File: config.mk
export PLATFORM = sky130hd
export DESIGN_NAME = initaddr_csr
export DESIGN_NICKNAME = d
export VERILOG_FILES = /design/src/rtl/iac_pkg.sv /design/src/rtl/iac_addr_regs.sv /design/src/rtl/iac_addr_form.sv /design/src/rtl/iac_babble_mask.sv /design/src/rtl/initaddr_csr.sv
export SDC_FILE = /design/constraint.sdc
export NUM_CORES = 1
export LEC_CHECK = 0
export ABC_AREA = 1
export CELL_PAD_IN_SITES_DETAIL_PLACEMENT = 1
export CELL_PAD_IN_SITES_GLOBAL_PLACEMENT = 1
export CORE_ASPECT_RATIO = 1.1
export CORE_MARGIN = 1.5
export CORE_UTILIZATION = 29
export DETAILED_ROUTE_END_ITERATION = 8
export PLACE_DENSITY = 0.95
export SKIP_LAST_GASP = 1
export SLEW_MARGIN = 20
export SYNTH_ARGS = -nofsm -noshare
export SYNTH_HDL_FRONTEND = slang
export SYNTH_SLANG_ARGS = --single-unit
File: constraint.sdc
create_clock -name clk -period 4 [get_ports clk]
set_clock_uncertainty 0.1 [all_clocks]
set_input_delay 0.8 -clock clk [delete_from_list [all_inputs] [get_ports clk]]
set_output_delay 0.8 -clock clk [all_outputs]
set_load 0.02 [all_outputs]
File: src/rtl/iac_pkg.sv
package iac_pkg;
   typedef enum logic [1:0] {
      PK_INIT = 2'd0,
      PK_DESC = 2'd1,
      PK_BUF  = 2'd2,
      PK_RSVD = 2'd3
   } ptr_kind_e;
endpackage

File: src/rtl/iac_addr_regs.sv
module iac_addr_regs #(
   parameter int HALF_W     = 16,
   parameter int REG_W      = 32,
   parameter int IDX_W      = 7,
   parameter int ALIGN_BITS = 2,
   parameter int IDX_LO     = 1,
   parameter int IDX_HI     = 2,
   parameter int IDX_LO_ALT = 16,
   parameter int IDX_HI_ALT = 17
) (
   input  logic              clk,
   input  logic              rst_n,
   input  logic              acc_ok,
   input  logic              reg_we,
   input  logic [IDX_W-1:0]  reg_idx,
   input  logic [REG_W-1:0]  reg_wdata,
   output logic [REG_W-1:0]  rd_data,
   output logic [HALF_W-1:0] lo_q,
   output logic [HALF_W-1:0] hi_q
);
   localparam int PAD_W = REG_W - HALF_W;

   logic              hit_lo, hit_hi;
   logic [HALF_W-1:0] lo_in;

   if (PAD_W < 1)
      $error("REG_W must exceed HALF_W");
   if (ALIGN_BITS < 0 || ALIGN_BITS >= HALF_W)
      $error("ALIGN_BITS out of range");

   assign hit_lo = (reg_idx == IDX_W'(IDX_LO)) || (reg_idx == IDX_W'(IDX_LO_ALT));
   assign hit_hi = (reg_idx == IDX_W'(IDX_HI)) || (reg_idx == IDX_W'(IDX_HI_ALT));

   if (ALIGN_BITS > 0) begin : g_align
      assign lo_in = {reg_wdata[HALF_W-1:ALIGN_BITS], {ALIGN_BITS{1'b0}}};
   end else begin : g_noalign
      assign lo_in = reg_wdata[HALF_W-1:0];
   end

   // no reset on purpose: contents survive every reset
   always_ff @(posedge clk) begin
      if (reg_we && acc_ok && hit_lo) lo_q <= lo_in;
      if (reg_we && acc_ok && hit_hi) hi_q <= reg_wdata[HALF_W-1:0];
   end

   always_comb begin
      rd_data = '0;
      if (acc_ok && hit_lo)      rd_data = {{PAD_W{1'b0}}, lo_q};
      else if (acc_ok && hit_hi) rd_data = {{PAD_W{1'b0}}, hi_q};
   end


   lo_gate_chk: assert property (@(posedge clk) disable iff (!rst_n)
      (reg_we && !acc_ok && hit_lo) |=> (lo_q == $past(lo_q)));

   hi_gate_chk: assert property (@(posedge clk) disable iff (!rst_n)
      (reg_we && !acc_ok && hit_hi) |=> (hi_q == $past(hi_q)));

   lo_align_chk: assert property (@(posedge clk) disable iff (!rst_n)
      (reg_we && acc_ok && hit_lo) |=> (lo_q[1:0] == 2'b00));

   rd_closed_chk: assert property (@(posedge clk) disable iff (!rst_n)
      (!acc_ok && (hit_lo || hit_hi)) |-> (rd_data == '0));
endmodule

File: src/rtl/iac_addr_form.sv
module iac_addr_form
   import iac_pkg::*;
#(
   parameter int ADDR_W = 32,
   parameter int EXT_W  = 8
) (
   input  logic              clk,
   input  logic              rst_n,
   input  logic              wide_mode,
   input  logic [ADDR_W-1:0] init_addr,
   input  logic [ADDR_W-1:0] ptr_in,
   input  ptr_kind_e         kind,
   input  logic              load,
   output logic [ADDR_W-1:0] form_addr,
   output logic [ADDR_W-1:0] held_q
);
   localparam int LOW_W = ADDR_W - EXT_W;

   logic [EXT_W-1:0]  ext_byte;
   logic [ADDR_W-1:0] narrow_addr;
   logic              is_data_ptr;

   if (EXT_W < 1 || EXT_W >= ADDR_W)
      $error("EXT_W out of range");

   assign ext_byte    = init_addr[ADDR_W-1:LOW_W];
   assign narrow_addr = {ext_byte, ptr_in[LOW_W-1:0]};
   assign is_data_ptr = (kind == PK_DESC) || (kind == PK_BUF);

   always_comb begin
      unique case (kind)
         PK_INIT:         form_addr = init_addr;
         PK_DESC, PK_BUF: form_addr = wide_mode ? ptr_in : narrow_addr;
         default:         form_addr = ptr_in;
      endcase
   end

   always_ff @(posedge clk or negedge rst_n) begin
      if (!rst_n)                 held_q <= '0;
      else if (load && is_data_ptr) held_q <= form_addr;
   end


   init_src_chk: assert property (@(posedge clk) disable iff (!rst_n)
      (kind == PK_INIT) |-> (form_addr == init_addr));

   narrow_ext_chk: assert property (@(posedge clk) disable iff (!rst_n)
      (!wide_mode && is_data_ptr) |->
      (form_addr[ADDR_W-1:LOW_W] == init_addr[ADDR_W-1:LOW_W]
       && form_addr[LOW_W-1:0] == ptr_in[LOW_W-1:0]));

   held_load_chk: assert property (@(posedge clk) disable iff (!rst_n)
      (load && is_data_ptr) |=> (held_q == $past(form_addr)));

   held_keep_chk: assert property (@(posedge clk) disable iff (!rst_n)
      !(load && is_data_ptr) |=> $stable(held_q));
endmodule

File: src/rtl/iac_babble_mask.sv
module iac_babble_mask #(
   parameter int REG_W    = 32,
   parameter int IDX_W    = 7,
   parameter int IDX_IMR  = 3,
   parameter int MASK_BIT = 14
) (
   input  logic             clk,
   input  logic             rst_n,
   input  logic             sw_rst,
   input  logic             reg_we,
   input  logic [IDX_W-1:0] reg_idx,
   input  logic [REG_W-1:0] reg_wdata,
   input  logic             babble_evt,
   output logic [REG_W-1:0] rd_data,
   output logic             irq
);
   logic hit, mask_q;

   if (MASK_BIT < 0 || MASK_BIT >= REG_W)
      $error("MASK_BIT out of range");

   assign hit = (reg_idx == IDX_W'(IDX_IMR));

   always_ff @(posedge clk or negedge rst_n) begin
      if (!rst_n)             mask_q <= 1'b0;
      else if (sw_rst)        mask_q <= 1'b0;
      else if (reg_we && hit) mask_q <= reg_wdata[MASK_BIT];
   end

   always_comb begin
      rd_data = '0;
      if (hit) rd_data[MASK_BIT] = mask_q;
   end

   assign irq = babble_evt && !mask_q;


   masked_quiet_chk: assert property (@(posedge clk) disable iff (!rst_n)
      mask_q |-> !irq);

   swrst_clear_chk: assert property (@(posedge clk) disable iff (!rst_n)
      sw_rst |=> !mask_q);

   mask_hold_chk: assert property (@(posedge clk) disable iff (!rst_n)
      (!sw_rst && !(reg_we && hit)) |=> $stable(mask_q));
endmodule

File: src/rtl/initaddr_csr.sv
module initaddr_csr
   import iac_pkg::*;
#(
   parameter int REG_W      = 32,
   parameter int HALF_W     = 16,
   parameter int EXT_W      = 8,
   parameter int IDX_W      = 7,
   parameter int ALIGN_BITS = 2,
   parameter int MASK_BIT   = 14
) (
   input  logic             clk,
   input  logic             rst_n,
   input  logic             sw_rst,
   input  logic             halt_st,
   input  logic             susp_st,
   input  logic             wide_ptr,
   input  logic             reg_we,
   input  logic [IDX_W-1:0] reg_idx,
   input  logic [REG_W-1:0] reg_wdata,
   output logic [REG_W-1:0] reg_rdata,
   input  logic [REG_W-1:0] ptr_in,
   input  logic [1:0]       ptr_kind,
   input  logic             ptr_load,
   output logic [REG_W-1:0] ptr_addr,
   output logic [REG_W-1:0] held_addr,
   input  logic             babble_evt,
   output logic             babble_irq
);
   localparam int ADDR_W = 2 * HALF_W;

   if (ADDR_W != REG_W)
      $error("REG_W must be twice HALF_W");

   logic              acc_ok;
   logic [HALF_W-1:0] lo_q, hi_q;
   logic [REG_W-1:0]  rd_addr, rd_mask;

   assign acc_ok    = halt_st || susp_st;
   assign reg_rdata = rd_addr | rd_mask;

   iac_addr_regs #(
      .HALF_W(HALF_W), .REG_W(REG_W), .IDX_W(IDX_W), .ALIGN_BITS(ALIGN_BITS),
      .IDX_LO(1), .IDX_HI(2), .IDX_LO_ALT(16), .IDX_HI_ALT(17)
   ) u_regs (
      .clk(clk), .rst_n(rst_n), .acc_ok(acc_ok), .reg_we(reg_we),
      .reg_idx(reg_idx), .reg_wdata(reg_wdata), .rd_data(rd_addr),
      .lo_q(lo_q), .hi_q(hi_q)
   );

   iac_addr_form #(.ADDR_W(ADDR_W), .EXT_W(EXT_W)) u_form (
      .clk(clk), .rst_n(rst_n), .wide_mode(wide_ptr),
      .init_addr({hi_q, lo_q}), .ptr_in(ptr_in),
      .kind(ptr_kind_e'(ptr_kind)), .load(ptr_load),
      .form_addr(ptr_addr), .held_q(held_addr)
   );

   iac_babble_mask #(
      .REG_W(REG_W), .IDX_W(IDX_W), .IDX_IMR(3), .MASK_BIT(MASK_BIT)
   ) u_mask (
      .clk(clk), .rst_n(rst_n), .sw_rst(sw_rst), .reg_we(reg_we),
      .reg_idx(reg_idx), .reg_wdata(reg_wdata), .babble_evt(babble_evt),
      .rd_data(rd_mask), .irq(babble_irq)
   );
endmodule

# Yosys cells after proc, flatten, opt, wreduce, memory -nomap -nowiden
# Cells that the tools add are included.
# W data, S select, Z words.
# classes
n_mux,7
addsub,0
n_eq_ne,7
div_mod_pow,0
n_lt_le_gt_ge,0
n_shift,0
mul,0
reduce_logical,16
bitwise_logic,1
# op_table
cell,n
$mux W32,2
$pmux W32 S2,1
$or A32 B15 Y32,1
$mux W16,1
$eq A7 B2 Y1 const B,2
$eq A7 B5 Y1 const B,2
$logic_and A1 B1 Y1,8
$eq A7 B1 Y1 const B,1
$logic_or A1 B1 Y1,4
$mux W1,3
$eq A2 B1 Y1 const B,1
$eq A2 B2 Y1 const B,1
$logic_not A2 Y1,1
$reduce_bool A2 Y1,1
$reduce_or A2 Y1,1
$logic_not A1 Y1,1
# totals
latchBits,0
input_bits,82
out_inout_bits,97
mem_count,0
ram_bits,0
wordCells,35
register_bits,63
mem_bits_ro,0

# Depth between registers and ports, before layout
# depth
word_depth,6
mapped_depth,8
depth_no_buf,8

# Cells and area by module
# Synthesis repeated with hierarchy kept, for this count alone.
# hier_totals
cells_unflattened,519
area_unflattened_um2,4199.0
# modules_own_cells
mod,area_per_inst_um2,seq_area_each_um2,instances,cells_each
iac_addr_form,1915.6,800.8,1,245
iac_addr_regs,1574.0,900.9,1,128
initaddr_csr,371.6,0.0,1,99
iac_babble_mask,337.8,25.0,1,47

# Worst setup path before layout
# No wires, ideal clock.
# synth_path
path_kind,input -> output
from,input port ptr_kind[0]
to,output port ptr_addr[0]
arrival_time_ps,1826
t_required_ps,3100
path_buffers,1
path_stages,5
path_slack_ps,1274
cell_sequence,inv_1 > ha_1 > clkbuf_1 > nor2_1 > nor2_1
# synth_via
elab_chain_len,3
elab_cells_between_ends,5
classes_between,eq/ne (2); mux (1); reduce/logical (2)
# synth_lines
item,line_no,source
"start, declared",initaddr_csr.sv:22,"input logic [1:0] ptr_kind,"
$eq A2 B2 Y1 or $eq A2 B1 Y1 (tied branches),iac_addr_form.sv:31,unique case (kind)
$reduce_or A2 Y1,iac_addr_form.sv:31,
$pmux W32 S2 (*),iac_addr_form.sv:31,
"end, declared",initaddr_csr.sv:24,"output logic [REG_W-1:0] ptr_addr,"
# Mark *: on every way between the ends. The rest lies on a longest branch, timed or not.

# Worst setup path after layout
# layout_path
from,input port ptr_kind[0]
to,output port ptr_addr[23]
# Same word-level chain as after synthesis.

==> out/results.txt <==
Max Clk Rate: 263 MHz
Final worst slack: 0.197 ns
Routed Antenna Nets: 0
Gr usage total: 20.2%
Worst Path Required: 3.10 ns
Sequential area share after synthesis: 54.5%
Pin count of the biggest net entering global routing: 45
Maximum vdd drop: 194 µV
Core Area: 10500 µm²
Post-CTS sizing: 0
Crit path buf inv count: 3
Post-Synth Adder-Cell Area: 0.789%
Cell family with most CP delay: buffers and inverters
Worst hold path class: reg2reg
Vias in the first global route: 3345
Initial antenna violation count: 0
Outcome: complete, no violations
Crit. End Element: primary output
GPL Wtd Cong: 0.786
Mapped Area: 3170 µm²
Setup Viol. Count Final: 0
CP max-delay cell: clkdlybuf4s50_1
Final Routed Wirelength: 11400 µm
Clock Sinks: 63
Clk buf depth: 2
Drt drc: 0
Reg power frac: 36.7%
Synth top area share: 28.4%
Cell internal pwr: 1.52 mW
Psw: 0.622 mW
Setup TNS Final: 0 ns
Post-Synthesis Cells: 361
Layout area overhead: 58.2%
Die height: 113 µm
Max-slew headroom: 43.8%
FFs w/ async S/R, synth: 52.4%
Largest family of logic cells by synthesized area: simple AND/OR/NAND/NOR gates
Via count: 3114
Gate power share: 27.4%
Clk pin slew, worst setup/hold paths: 0.05 ns
Pleak: 2.15 nW
EDFF count, synth: 30
Worst-path fanout max: 13
Switch share: 29.1%
RSZ-0062 raised after global routing: no
Netlist cell types: 26
Pre-CTS setup slack: 0.198 ns
Least-Margin Pin Slew: 0.843 ns
TritonCTS clock tree: done
DIE AREA: 11600 µm²
Routed WL per cell: 17.3 µm
Critical path depth: 6
Clk_lat worst skew: 0.33 ns
Top cells by area, synth: edfxtp_1 (28%), dfrtp_1 (26%), nand2_1 (10%), nand3_1 (7.3%), o21ai_0 (4.4%)
Most common cell in the netlist: nand2_1
H-tree depth: 3
Mean Syn Cell Area: 8.78 µm²
Nets: 594
Clock power frac: 35.9%
CP Class: in2out
Max_cap viols: 0
Die width: 103 µm
Drt first pass iters: 4
Top cell type by total area after synthesis: edfxtp_1
Top-level I/O count: 179
Post-CTS Hold Fix Bufs: 0
Placed cell areas: 4730 µm²
Detailed placer's ending HPWL: 8750 µm
Finished Core Util: 47.8%
CTS root buf: clkbuf_16
Final clock period utilization by the worst path: 95.1%
Post-synthesis mux area share: 0%
Vias/cell: 4.73
Power Dens Cells: 426 nW/µm²
Post-Synth XOR/XNOR Area: 0%
Tmin final: 3.80 ns
First-pass GRT wire length: 17400 µm
Inserted Diodes: 0
Crit-path max cell delay: 0.66 ns
CP dominant cell by count: clkdlybuf4s50_1
Primary FF master, synth: dfrtp_1
Reg2Reg Depth: 4
# rows: 39
Fin area: 5020 µm²
Share of cells above drive strength 1: 7.96%
Startpoint Class: input port
Initial Utilization: 30.2%
Post-synthesis compound-gate area fraction: 11.8%
Yosys warnings: 0
Arrival time at the worst endpoint: 2.90 ns
Ordered list of cells on the worst path: clkdlybuf4s50_1, ha_1, inv_2, nand2_1, o21ai_1, clkdlybuf4s50_1
Fin. Hold Viols: 0
Simple-gate share of the synthesized area: 22.4%
Overflow after GRT: 0
Pins over their slew limit: 0
Number of buffers created by CTS: 9
Yosys reg bits: 63
Postcts setup bufs: 0
Post-synth top cells: nand2_1 (88), nand3_1 (46), dfrtp_1 (33), edfxtp_1 (30)
# port buffers: 146
Iter 0 DRT Violations: 112
Hold Crit Depth: 2
[registers in the layout, indices dropped and copies added (netlist names)]
signal,cells
u_form.held_q,32
u_regs.hi_q,16
u_regs.lo_q,14
u_mask.mask_q,1
[per-stage QoR]
stage / hold slack (ns) / power (mW) / cells
2_1_floorplan: 0.390 / 1.08 / 376
3_3_place_gp: 0.365 / 1.36 / 642
3_5_place_dp: 0.366 / 1.38 / 642
4_1_cts: 0.381 / 2.16 / 658
5_1_grt: 0.386 / 2.24 / 658
6_report: 0.377 / 2.14 / 658
[placed cells by master (no fill, tap or decap), drive strengths merged]
master | Yosys | final
clkdlybuf4s50 | 0 | 145
nand2 | 91 | 91
nand3 | 46 | 46
o21ai | 46 | 46
dfrtp | 33 | 33
inv | 32 | 32
edfxtp | 30 | 30
nor2 | 28 | 28
conb | 1 | 16
clkbuf | 5 | 15
a31oi | 14 | 14
buf | 28 | 11
ha | 2 | 2
a21oi | 1 | 1
o21bai | 1 | 1
or2 | 1 | 1
and2 | 1 | 1
nand4 | 1 | 1
bufinv | 0 | 1
[power by group through the flow]
stage	combinational [mW]	clock [mW]	sequential, mW
after global routing	0.630	0.816	0.790
after CTS	0.592	0.786	0.785
after detailed placement	0.588	0	0.795
after floorplan	0.209	0	0.867
final	0.587	0.768	0.784
after global placement	0.568	0	0.789
[path summary, 6_finish.rpt]
path                                               start                             to  slack, ns
max                                          ptr_kind[0]                   ptr_addr[23]       0.20
min                        u_form.held_q[28]$_DFFE_PN0P_  u_form.held_q[28]$_DFFE_PN0P_       0.38
max reg2reg                    u_regs.hi_q[13]$_DFFE_PP_  u_form.held_q[29]$_DFFE_PN0P_       3.01
min reg2reg                u_form.held_q[28]$_DFFE_PN0P_  u_form.held_q[28]$_DFFE_PN0P_       0.38
max in group asynchronous                          rst_n      u_mask.mask_q$_DFFE_PN0P_       2.79
min in group asynchronous                          rst_n  u_form.held_q[20]$_DFFE_PN0P_       0.48
[final cells by class]
type / instances / area, µm²
multi-input combinational: 248 / 1170
clock inverter: 1 / 30.0
fill: 1246 / 5480
inverter: 32 / 120
timing repair buffer: 156 / 1530
tap: 143 / 179
clock buffer: 15 / 258
sequential: 63 / 1730
[cells by family after synthesis]
group                      Yosys count
AOI/OAI and AO/OA                   62
adders and majority gates            2
buffers and inverters               65
DFF                                 63
other                                1
and+or+nand+nor                    168
[tightest hold or removal path, cell delays in order (launching register included)]
cell and delay, ns:
dfrtp_1 0.34, nand2_1 0.06, nand2_1 0.05
[per-layer routing]
| metal | track usage [%] | up-vias | share of wire, % |
|---|---|---|---|
| li1 | - | 1468 | - |
| met1 | 23.1 | 1496 | 40 |
| met2 | 35.5 | 133 | 51 |
| met3 | 5.67 | 17 | 7.1 |
| met4 | 7.21 | 0 | 2.1 |
| met5 | 0 | - | 0 |
(Power assumes the default switching activity.)
